**src/rtl/scs_pkg.sv**
```systemverilog
package scs_pkg;
    typedef enum logic [2:0] {
        ST_IDLE,
        ST_HANDSHAKE,
        ST_HALT,
        ST_CLKSTOP,
        ST_SETTLE
    } scs_state_e;
endpackage

```
**src/rtl/scs_ctrl_reg.sv**
```systemverilog
module scs_ctrl_reg #(
    parameter int CFG_W   = 8,
    parameter int DLY_W   = 4,
    parameter int DLY_LSB = 4
) (
    input  logic             clk,
    input  logic             rst_n,
    input  logic             we,
    input  logic [CFG_W-1:0] wdata,
    output logic [CFG_W-1:0] q,
    output logic [DLY_W-1:0] dly,
    output logic             stop_en
);
    // bit 0 and the delay field are storage; every other bit is reserved, reads 0
    for (genvar i = 0; i < CFG_W; i++) begin : g_bit
        if (i == 0 || (i >= DLY_LSB && i < DLY_LSB + DLY_W)) begin : g_store
            logic bit_q;
            always_ff @(posedge clk) begin
                if (!rst_n)  bit_q <= 1'b0;
                else if (we) bit_q <= wdata[i];
            end
            assign q[i] = bit_q;
        end else begin : g_rsvd
            assign q[i] = 1'b0;
        end
    end

    assign dly     = q[DLY_LSB +: DLY_W];
    assign stop_en = q[0];
endmodule

```
**src/rtl/scs_settle_timer.sv**
```systemverilog
module scs_settle_timer #(
    parameter int DLY_W = 4
) (
    input  logic             clk,
    input  logic             rst_n,
    input  logic             arm,
    input  logic [DLY_W-1:0] dly_in,
    input  logic             run,
    input  logic             tick,
    output logic             done
);
    logic [DLY_W-1:0] target_q;
    logic [DLY_W-1:0] cnt_q;

    assign done = (cnt_q == target_q);

    // target captured at suspend acceptance; ticks counted only while running
    always_ff @(posedge clk) begin
        if (!rst_n) begin
            target_q <= '0;
            cnt_q    <= '0;
        end else if (arm) begin
            target_q <= dly_in;
            cnt_q    <= '0;
        end else if (run && tick && !done) begin
            cnt_q <= cnt_q + 1'b1;
        end
    end
endmodule

```
**src/rtl/scs_fsm.sv**
```systemverilog
module scs_fsm
    import scs_pkg::*;
(
    input  logic clk,
    input  logic rst_n,
    input  logic susp_cmd,
    input  logic susp_ack,
    input  logic brk_evt,
    input  logic stop_en,
    input  logic timer_done,
    output logic arm,
    output logic settle_run,
    output logic cpu_susp_req,
    output logic sys_clk_stop
);
    scs_state_e state_q, state_d;
    logic       full_q;
    logic       pend_q;
    logic       wake;

    assign wake       = brk_evt | pend_q;
    assign arm        = (state_q == ST_IDLE) && susp_cmd;
    assign settle_run = (state_q == ST_SETTLE);

    always_comb begin
        state_d = state_q;
        unique case (state_q)
            ST_IDLE:      if (susp_cmd)  state_d = ST_HANDSHAKE;
            ST_HANDSHAKE: if (susp_ack)  state_d = full_q ? ST_CLKSTOP : ST_HALT;
            ST_HALT:      if (wake)      state_d = ST_IDLE;
            ST_CLKSTOP:   if (wake)      state_d = ST_SETTLE;
            ST_SETTLE:    if (timer_done) state_d = ST_IDLE;
            default:                     state_d = ST_IDLE;
        endcase
    end

    always_ff @(posedge clk) begin
        if (!rst_n) begin
            state_q <= ST_IDLE;
            full_q  <= 1'b0;
            pend_q  <= 1'b0;
        end else begin
            state_q <= state_d;
            if (arm) full_q <= stop_en;
            if (state_q == ST_IDLE)                      pend_q <= 1'b0;
            else if (state_q == ST_HANDSHAKE && brk_evt) pend_q <= 1'b1;
        end
    end

    always_comb begin
        cpu_susp_req = 1'b0;
        sys_clk_stop = 1'b0;
        unique case (state_q)
            ST_IDLE:      ;
            ST_HANDSHAKE: cpu_susp_req = 1'b1;
            ST_HALT:      cpu_susp_req = 1'b1;
            ST_CLKSTOP: begin
                cpu_susp_req = 1'b1;
                sys_clk_stop = 1'b1;
            end
            ST_SETTLE:    cpu_susp_req = 1'b1;
            default:      ;
        endcase
    end
endmodule

```
**src/rtl/clkstop_resume_seq.sv**
```systemverilog
module clkstop_resume_seq #(
    parameter int CFG_W = 8,
    parameter int DLY_W = 4
) (
    input  logic             clk,
    input  logic             rst_n,
    input  logic             cfg_we,
    input  logic [CFG_W-1:0] cfg_wdata,
    output logic [CFG_W-1:0] cfg_rdata,
    input  logic             susp_cmd,
    input  logic             susp_ack,
    input  logic             brk_evt,
    input  logic             ms_tick,
    output logic             cpu_susp_req,
    output logic             sys_clk_stop
);
    localparam int DLY_LSB = CFG_W - DLY_W;

    logic [DLY_W-1:0] dly;
    logic             stop_en;
    logic             arm;
    logic             settle_run;
    logic             timer_done;

    scs_ctrl_reg #(.CFG_W(CFG_W), .DLY_W(DLY_W), .DLY_LSB(DLY_LSB)) u_reg (
        .clk(clk), .rst_n(rst_n), .we(cfg_we), .wdata(cfg_wdata),
        .q(cfg_rdata), .dly(dly), .stop_en(stop_en)
    );

    scs_settle_timer #(.DLY_W(DLY_W)) u_tmr (
        .clk(clk), .rst_n(rst_n), .arm(arm), .dly_in(dly),
        .run(settle_run), .tick(ms_tick), .done(timer_done)
    );

    scs_fsm u_fsm (
        .clk(clk), .rst_n(rst_n), .susp_cmd(susp_cmd), .susp_ack(susp_ack),
        .brk_evt(brk_evt), .stop_en(stop_en), .timer_done(timer_done),
        .arm(arm), .settle_run(settle_run),
        .cpu_susp_req(cpu_susp_req), .sys_clk_stop(sys_clk_stop)
    );
endmodule

```
**config.mk**
```make
export PLATFORM = sky130hd
export DESIGN_NAME = clkstop_resume_seq
export DESIGN_NICKNAME = d
export VERILOG_FILES = /design/src/rtl/scs_pkg.sv /design/src/rtl/scs_ctrl_reg.sv /design/src/rtl/scs_settle_timer.sv /design/src/rtl/scs_fsm.sv /design/src/rtl/clkstop_resume_seq.sv
export SDC_FILE = /design/constraint.sdc
export NUM_CORES = 1
export LEC_CHECK = 0
export CORE_MARGIN = 2
export CORE_UTILIZATION = 42
export DETAILED_ROUTE_END_ITERATION = 7
export PLACE_DENSITY = 0.69
export SLEW_MARGIN = 20
export SYNTH_ARGS = -nofsm -noshare
export SYNTH_HDL_FRONTEND = slang
export SYNTH_SLANG_ARGS = --single-unit
```
**constraint.sdc**
```tcl
create_clock -name clk -period 1.55 [get_ports clk]
set_input_delay 0.155 -clock clk [delete_from_list [all_inputs] [get_ports clk]]
set_output_delay 0.155 -clock clk [all_outputs]
set_load 0.005 [all_outputs]
```
* Yosys cells after proc, flatten, opt, wreduce, memory -nomap -nowiden
Cells that the tools add are included.
** Storage, ports and cells
- Output and inout bits :: 10
- Register bits :: 18
- Word-level logic and storage cells :: 42
** Cells by class
- Bitwise logic cells :: 2
- Multiplexer cells :: 9
- Add/subtract/negate cells :: 1
- Equality and inequality tests :: 10
- Reduce and logical (&&, ||, !) cells :: 10
** Operators by type and width (count)
- $mux 3 :: 5
- $pmux 3 s5 :: 1
- $eq 3x2->1 const B :: 2
- $ne 2x2->1 const B :: 3
- $reduce_and 5->1 :: 1
- $add 4x1->4 const B :: 1
- $eq 4x4->1 :: 1
- $logic_and 1x1->1 :: 4
- $ne 2x1->1 const B :: 2
- $reduce_or 2->1 :: 2
- $reduce_or 4->1 :: 1
- $eq 3x1->1 const B :: 1
- $eq 3x3->1 const B :: 1
- $logic_not 3->1 :: 1
- $mux 1 :: 3
- $logic_not 1->1 :: 1
- $not 1->1 :: 1
- $or 1x1->1 :: 1

* Depth between registers and ports, before layout
Gate-level depths: netlist of run 1.
- Depth after elaboration :: 3
- Mapped depth :: 5
- Gate-level depth less buffers :: 4

* By module
From an unflattened synthesis of run 1, not the netlist that was laid out.
** Unflattened totals
- Cell total of the unflattened synthesis :: 98
- Area, all modules :: 1001.0 µm²
** Modules (own cells, without submodules)
- scs_settle_timer :: area an instance 394.1 µm², sequential area each 160.2 µm², instances 1, cells an instance 39
- scs_fsm :: area an instance 320.3 µm², sequential area each 100.1 µm², instances 1, cells an instance 30
- scs_ctrl_reg :: area an instance 286.5 µm², sequential area each 100.1 µm², instances 1, cells an instance 29

* Worst setup path before layout of run 1
Ideal clock, no wire load.
- Path kind :: register to register
- Start :: reg u_tmr.cnt_q[0]
- End :: reg u_fsm.state_q[2]
- Arrival :: 1.248 ns
- Path buffers :: 0
- Required time :: 1.433 ns
- Stages on the path, launching flop included :: 5
- Setup slack :: 0.186 ns
- Cell sequence :: dfxtp_1 -> xor2_1 -> or4_1 -> a31oi_1 -> nor2_1
** On the way
- Word-level cells in the longest chain between the ends :: 3
** RTL lines
- start: declaration :: line scs_settle_timer.sv:13 : logic [DLY_W-1:0] cnt_q;
- start signal: assignment :: line scs_settle_timer.sv:26 : cnt_q <= cnt_q + 1'b1;
- $eq 4x4->1 :: line scs_settle_timer.sv:15 : assign done = (cnt_q == target_q);
- $ne 2x2->1 (no line)
- $reduce_and 5->1 (no line)
- end signal: assignment :: line scs_fsm.sv:43 : state_q <= state_d;
- end: declaration :: line scs_fsm.sv:16 : scs_state_e state_q, state_d;
No other way between the ends.
A chain may end at the register's enable or synchronous reset.

* Worst setup path after layout of run 1
- Start :: reg u_fsm.state_q[1]
- End :: reg u_tmr.cnt_q[3]
** On the way
- Word-level cells in the longest chain between the ends :: 3
** RTL lines (line)
- $eq 3x3->1 or $logic_not 3->1 (tied branches) :: scs_fsm.sv:23, scs_fsm.sv:22
- $logic_and 1x1->1, on equally long branches :: scs_settle_timer.sv:25, scs_fsm.sv:22
- $logic_and 1x1->1 or $reduce_or 2->1 (tied branches)
Several ways; a longest one is shown, not always the timed one.

==> out/metrics.cfg, run 1 <==
[outcome]
status = complete, no violations

[hold_path]
holdCritPathClass = input pin to flip-flop
hp-start = cfg_wdata[7]
hold_path_end = u_reg.g_bit[7].g_store.bit_q
hold_depth = 3

[finish]
area.growth.synth_to_final_pct = 26.9
final_common_cell = clkdlybuf4s50_1
fin_cells = 143
drive_gt1_frac = 0.200
fin_nets = 132
final_cell_mix = 16 x clkdlybuf4s50_1, 14 x dfxtp_1, 12 x nor2b_1, 11 x mux2i_1, 8 x buf_4
insertedDiodeCount = 0
fillers = 205

[grt]
grt_pass1_vias = 643
globalRouteTotalUtil = 0.134
grt_pass1_wl_mm = 2.65
antenna_found_initial = 0
grt-ovfl-total = 0
grt_max_degree = 11

[cts]
cts_made_buffers = 3
clock-sinks = 18
cts.clk_slew.worst_paths_ns = 0.10
htreeDepth = 1
clkLatencyLatePin_ns = 0.28
cts-root-buf = clkbuf_4
clk_path_buf_depth = 2
cts_tree = yes

[critical_path]
r2r_start = u_fsm.state_q[1]
crit_type = flip-flop to flip-flop
path_max_fanout = 4
worst_setup_path_start_kind = flip-flop
r2r_cells = 5
reg2reg_slack_ns = 0.07
critical_path_required_ns = 1.77
crit_path_end_kind = flip-flop
rr_endpoint = u_tmr.cnt_q[3]
worstPathArrival_ns = 1.70

[pwr]
power_density_nw_per_um2 = 841
p_leak_nw = 0.521
ir_drop_mv = 0.449
finalPower_mw = 1.01

[placement]
numPlacedInstances = 136
place_hpwl_mm = 1.18
dpl_worst_slack_ns = 0.0405
port-buffer-count = 18
place_congestion = 0.692

[floorplanning]
pin_count = 25
die-area_um2 = 2640
die_w_um = 51.4
core_um2 = 2170
num_rows = 17
die_h_um = 51.4
initial_core_util = 0.435

[route]
wl_mm = 1.64
via_count = 686
wire_per_inst_um = 11.4
vias_per_cell = 4.80
ant_nets = 0
first_iter_violations = 2
drc = 0
drt-pass1-iter-count = 3

[timing]
fin_crit_sh = 0.955
hold_violations = 0
tns_ns = 0
post-route-min-period_ns = 1.48
setup_slack_ns = 0.0703
rsz0062_at_grt = false
fmax_ghz = 0.676
setup_viol = 0
finalMaxSlewViolations = 0
holdWs_ns = 0.480
clock_skew_ns = 0.000558

[synthesis]
ys_seq_area_frac = 0.381
synth_area_um2 = 945
ys_ff_latch = 18
ys_types = 30
yosysWarnings = 0
synthCells = 95
synth.avg_cell_area_um2 = 9.94

[job]
timing.max_cap.violations = 0

==> timing repair <==
item | in CTS | in global routing
cloned | 0 | 0
hold buffers | 0 | 0
resized for setup | 5 | 6
pin swaps | 0 | 1
endpoints found under the setup margin | 2 | 4
buffers inserted | 2 | 1
==> cells in the mapped netlist, drive strengths merged <==
library cell / number / area, um2
nand2: 2 / 7.51
a21boi: 1 / 7.51
dfxtp: 18 / 360
xor2: 5 / 43.8
a31oi: 1 / 6.26
nor4b: 2 / 32.5
a21oi: 5 / 25.0
mux2i: 11 / 110
inv: 2 / 7.51
o21ai: 3 / 15.0
or4: 1 / 7.51
and3b: 1 / 10.0
and4bb: 2 / 25.0
nor2: 6 / 22.5
nor2b: 12 / 75.1
buf: 9 / 71.3
ha: 1 / 12.5
o31ai: 1 / 7.51
nand2b: 1 / 6.26
xnor2: 1 / 8.76
clkbuf: 3 / 21.3
nand3: 2 / 10.0
o41ai: 1 / 27.5
o21a: 1 / 7.51
conb: 1 / 3.75
or3: 2 / 12.5
==> metrics by stage <==
step,instance area [um2],utilization
detailed placement,1110,0.513
finish,1200,0.552
CTS,1170,0.539
global placement,1110,0.513
global route,1200,0.552
floorplan,952,-
==> logic make-up after synthesis <==
family          count (synthesis)  synth area share
simple gates                   31             0.221
flops                          18             0.381
buf+inv                        14             0.106
compound gates                 13             0.102
mux                            11             0.117
xor+xnor                        6            0.0556
fa+ha+maj                       1            0.0132
other cells                     1           0.00397
==> registers in the layout, summed over array words and instances, names as in the netlist <==
register,cells
u_reg.stop_en,1
u_fsm.state_q,3
u_fsm.full_q,1
u_tmr.cnt_q,4
u_reg.g_bit.g_store.bit_q,4
u_fsm.pend_q,1
u_tmr.target_q,4
==> cell type report <==
class	instances	area, um2	area share
clock buffers	4	36.3	0.0303
inverters	2	7.51	0.00626
multi-input cells	65	508	0.424
flip-flops and latches	18	370	0.309
well taps	28	35.0	0.0292
repair buffers	26	241	0.201
==> per-layer routing <==
metal  track usage  vias to the layer above  share of wire
met4        0.0526                        0         0.0037
met2         0.231                       19           0.52
li1              -                      356              -
met3        0.0380                        2          0.048
met5             0                        -              0
met1         0.154                      309           0.43
==> how the worst max path moves through the flow <==
stage | end | depth (start not counted) | slack [ns] | from
after floorplan | u_fsm.state_q[2] | 4 | 0.19 | u_tmr.cnt_q[0]
after global placement | u_tmr.cnt_q[3] | 5 | 0.05 | ms_tick
after detailed placement | u_tmr.cnt_q[3] | 5 | 0.04 | ms_tick
after CTS | sys_clk_stop | 2 | 0.01 | u_fsm.state_q[2]
after global routing | u_tmr.cnt_q[3] | 5 | 0.0004 | u_fsm.state_q[1]
final | u_tmr.cnt_q[3] | 5 | 0.07 | u_fsm.state_q[1]
==> power by group <==
part	internal (mW)	switching, mW	total (mW)
combinational	0.133	0.0928	0.226
clock	0.143	0.134	0.277
sequential	0.485	0.0195	0.505
==> worst max-delay path, stage by stage (launching register included) <==
cell and delay, ns:
dfxtp_4 0.35, buf_4 0.14, and4bb_1 0.33, o41ai_4 0.11
or3_1 0.35, a21oi_1 0.14
No activity file was read; power rests on OpenSTA's default activity.
==> run 2, diff against run 1 <==
PLACE_DENSITY = 0.71   (was 0.69)
clock period = 1.3 ns   (was 1.55 ns; I/O delays follow)
==> out/metrics.cfg, run 2 (synthesis results as in run 1) <==
[timing]
hold_violations = 0
rsz0062_at_grt = true
holdWs_ns = 0.434
fmax_ghz = 0.701
setup_slack_ns = -0.126
setup_viol = 9
finalMaxSlewViolations = 0
post-route-min-period_ns = 1.43
fin_crit_sh = 1.10
clock_skew_ns = 0.00421

[grt]
globalRouteTotalUtil = 0.170
grt-ovfl-total = 0
antenna_found_initial = 0
grt_pass1_wl_mm = 3.27
grt_max_degree = 11
grt_pass1_vias = 714

[cts]
cts_tree = yes
htreeDepth = 1
ctsHoldBuffers = 0
clkLatencyLatePin_ns = 0.30
cts-root-buf = clkbuf_4
cts_made_buffers = 3
clock-sinks = 18
cts.clk_slew.worst_paths_ns = 0.11
clk_path_buf_depth = 2

[finish]
final_cell_mix = 15 x buf_4, 12 x nor2b_1, 11 x mux2i_1, 11 x clkdlybuf4s50_1, 10 x dfxtp_2
area.growth.synth_to_final_pct = 45.7
fillers = 168
fin_nets = 144
fin_cells = 155
final_common_cell = buf_4
top_regs = u_reg.g_bit.g_store.bit_q x4, u_tmr.cnt_q x4, u_tmr.target_q x4
insertedDiodeCount = 0
multi_input_area_um2 = 548
seqCellArea_um2 = 384
drive_gt1_frac = 0.394

[pwr]
pwr-share-comb = 0.252
internal_power_mw = 0.951
ir_drop_mv = 0.865
power_frac_seq = 0.474
power_frac_clock = 0.274
p_leak_nw = 0.661
swShare = 0.263
power_density_nw_per_um2 = 938
power_switching_mw = 0.339

[outcome]
violations = setup timing
status = complete, but fails checks

[critical_path]
path_cells = xor2_2 -> or4_1 -> a31oi_1 -> nor2_1
critical_path_required_ns = 1.50
worstPathArrival_ns = 1.62
max_stage_delay_ns = 0.53
critPathBufInv = 0
crit_family = simple AND/OR/NAND/NOR gates
crit_path_end_kind = flip-flop
worst_setup_path_start_kind = flip-flop
crit_type = flip-flop to flip-flop
path_max_fanout = 2
cp_slowest_cell = or4_1

[route]
drc = 0
via_count = 739
wl_mm = 1.84
first_iter_violations = 19
drt-pass1-iter-count = 4
ant_nets = 0
vias_per_cell = 4.77
wire_per_inst_um = 11.9

[floorplanning]
die_w_um = 51.4
die_h_um = 51.4
die-area_um2 = 2640
initial_core_util = 0.435
core_um2 = 2170
num_rows = 17
pin_count = 25

[job]
timing.max_cap.violations = 0

[placement]
port-buffer-count = 18
place_hpwl_mm = 1.34
place_congestion = 0.766
numPlacedInstances = 145
dpl_worst_slack_ns = -0.159

[hold_path]
holdCritPathClass = input pin to flip-flop

-- run 2: changes by cell type in the layout (fill, tap and decap cells not counted), moves of 3 or more --
cell,previous run,this run
dlymetal6s2s_1,1,5
buf_6,0,4
o21ai_1,0,3
dfxtp_2,2,10
dfxtp_1,14,5
buf_4,8,15
clkdlybuf4s50_1,16,11
o21ai_0,3,0
-- run 2: worst register-to-register path: stages (launching register included) --
cell,delay (ns)
dfxtp_2,0.35
xor2_2,0.19
or4_1,0.53
a31oi_1,0.19
nor2_1,0.06
-- run 2: worst paths after layout --
kind | from | end | slack, ns | cells after the start
worst max-delay path | u_tmr.cnt_q[1] | u_fsm.state_q[2] | -0.13 | 4
worst min-delay path | cfg_wdata[5] | u_reg.g_bit[5].g_store.bit_q | 0.43 | 3
worst max register to register | u_tmr.cnt_q[1] | u_fsm.state_q[2] | -0.13 | 4
worst min register to register | u_tmr.cnt_q[3] | u_tmr.cnt_q[3] | 0.50 | 2
-- run 2: final cells by class --
cell class                 count  share of cell area
inverter                       2             0.00545
multi-input combinational     65               0.398
clock buffer                   4              0.0264
tap                           28              0.0255
timing repair buffer          38               0.265
sequential                    18               0.279
-- run 2: power groups by stage --
stage / Clock [mW] / Combinational (mW) / Sequential [mW]
6_report: 0.353 / 0.325 / 0.612
5_1_grt: 0.385 / 0.355 / 0.617
4_1_cts: 0.365 / 0.319 / 0.610
3_5_place_dp: 0 / 0.283 / 0.620
3_3_place_gp: 0 / 0.275 / 0.619
2_1_floorplan: 0 / 0.188 / 0.610
-- run 2: through the flow --
stage | cell area [um2] | power, mW | utilization | setup TNS (ns)
2_1_floorplan | 961 | 0.798 | - | -0.0357
3_3_place_gp | 1200 | 0.895 | 0.554 | -0.731
3_5_place_dp | 1200 | 0.903 | 0.554 | -1.01
4_1_cts | 1340 | 1.29 | 0.619 | -0.674
5_1_grt | 1380 | 1.36 | 0.634 | -1.18
6_report | 1380 | 1.29 | 0.634 | -0.523
-- run 2: timing repair --
action / CTS / global route
gates resized for setup: 29 / 14
endpoints found under the setup margin: 18 / 18
cloned: 0 / 0
pin swaps: 8 / 7
setup buffers: 5 / 1
-- run 2: layer usage --
| metal | vias up | track usage | part of all wire |
|---|---|---|---|
| met2 | 17 | 0.263 | 0.47 |
| li1 | 377 | - | - |
| met5 | - | 0 | 0 |
| met4 | 0 | 0.0921 | 0.017 |
| met1 | 341 | 0.220 | 0.47 |
| met3 | 4 | 0.0351 | 0.044 |
==> run 3, diff against run 2 <==
GPL_TIMING_DRIVEN = 1   (was default)
TNS_END_PERCENT = 50   (was default)
==> out/metrics.cfg, run 3 (synthesis results as in run 1) <==
[placement]
place_congestion = 0.753
numPlacedInstances = 145
dpl_worst_slack_ns = -0.144
placed_area_um2 = 1200
port-buffer-count = 18
place_hpwl_mm = 1.40

[critical_path]
reg2reg_slack_ns = -0.16
cp_slowest_cell = or4_4
crit_type = flip-flop to flip-flop
worst_setup_path_start_kind = flip-flop
path_max_fanout = 2
path_cells = xor2_4 -> or4_4 -> a31oi_4 -> nor2_1
critPathBufInv = 0
crit_path_end_kind = flip-flop
max_stage_delay_ns = 0.54
worstPathArrival_ns = 1.66
crit_family = simple AND/OR/NAND/NOR gates
critical_path_required_ns = 1.50

[floorplanning]
num_rows = 17
die_h_um = 51.4
die-area_um2 = 2640
initial_core_util = 0.435
pin_count = 25
core_um2 = 2170
die_w_um = 51.4

[finish]
final_cell_mix = 13 x buf_4, 12 x nor2b_1, 11 x clkdlybuf4s50_1, 10 x mux2i_1, 9 x dfxtp_2
final_common_cell = buf_4
fin_cells = 155
fin_nets = 144
insertedDiodeCount = 0
drive_gt1_frac = 0.425
design_area_um2 = 1400
area.growth.synth_to_final_pct = 48.5
top_regs = u_reg.g_bit.g_store.bit_q x4, u_tmr.cnt_q x4, u_tmr.target_q x4

[timing]
fin_crit_sh = 1.12
finalMaxSlewViolations = 0
fmax_ghz = 0.685
setup_slack_ns = -0.159
rsz0062_at_grt = true
clock_skew_ns = 0.000780
setup_viol = 6
hold_violations = 0
post-route-min-period_ns = 1.46

[outcome]
violations = setup timing
status = complete, but fails checks

[cts]
clkLatencyLatePin_ns = 0.29
cts_made_buffers = 3
clk_path_buf_depth = 2
ctsHoldBuffers = 0
cts_tree = yes
htreeDepth = 1
cts.clk_slew.worst_paths_ns = 0.10
clock-sinks = 18
cts-root-buf = clkbuf_4

[job]
timing.max_cap.violations = 0

[grt]
globalRouteTotalUtil = 0.169
antenna_found_initial = 0
grt-ovfl-total = 0
grt_pass1_wl_mm = 3.28
grt_pass1_vias = 719
grt_max_degree = 11

[pwr]
p_leak_nw = 0.662
power_density_nw_per_um2 = 928
ir_drop_mv = 0.756

[route]
wl_mm = 1.98
first_iter_violations = 9
drc = 0
wire_per_inst_um = 12.8
drt-pass1-iter-count = 4
ant_nets = 0
via_count = 759
vias_per_cell = 4.90

[hold_path]
holdCritPathClass = input pin to flip-flop

run 3: cell types whose count changed in the layout (fill, tap and decap cells not counted), sizes merged:
cell | before | now
buf | 21 | 22
clkdlybuf4s15 | 1 | 0
run 3: metrics by stage:
stage / hold slack, ns / utilization / TNS, ns / power (mW)
6_report: 0.444 / 0.646 / -0.626 / 1.30
4_1_cts: 0.434 / 0.608 / -0.561 / 1.29
2_1_floorplan: 0.258 / - / -0.0357 / 0.798
3_3_place_gp: 0.458 / 0.554 / -0.722 / 0.895
5_1_grt: 0.423 / 0.646 / -1.30 / 1.38
3_5_place_dp: 0.507 / 0.554 / -1.19 / 0.906
run 3: worst paths after layout:
check                                      end              start  cells past startpoint
setup / recovery              u_fsm.state_q[2]  u_tmr.target_q[3]                      4
hold / removal    u_reg.g_bit[6].g_store.bit_q       cfg_wdata[6]                      3
setup reg to reg              u_fsm.state_q[2]  u_tmr.target_q[3]                      4
hold reg to reg                   u_fsm.full_q      u_reg.stop_en                      2
run 3: final cells by class:
type                            count  area, um2
Multi-Input combinational cell     65        578
Tap cell                           28       35.0
Sequential cell                    18        387
Inverter                            2       7.51
Clock buffer                        4       36.3
Fill cell                         188        767
Timing Repair Buffer               38        359
run 3: timing repair:
item,CTS,global route
pin swaps,5,6
buffers inserted,6,1
resized for setup,30,20
setup endpoints to repair,18,17
endpoints found under the hold margin,0,0
run 3: worst register-to-register path: stages (launching register included):
cell and delay, ns:
dfxtp_1 0.46, xor2_4 0.12, or4_4 0.54, a31oi_4 0.20, nor2_1 0.05
run 3: where the power goes:
| group | internal [mW] | switching [mW] |
|---|---|---|
| registers | 0.581 | 0.0325 |
| logic | 0.206 | 0.137 |
| clock network | 0.171 | 0.174 |
run 3: per-layer routing:
layer	track usage	vias up	part of all wire
met1	0.220	359	0.45
li1	-	381	-
met5	0	-	0
met2	0.271	15	0.50
met3	0.0380	4	0.034
met4	0.0658	0	0.015
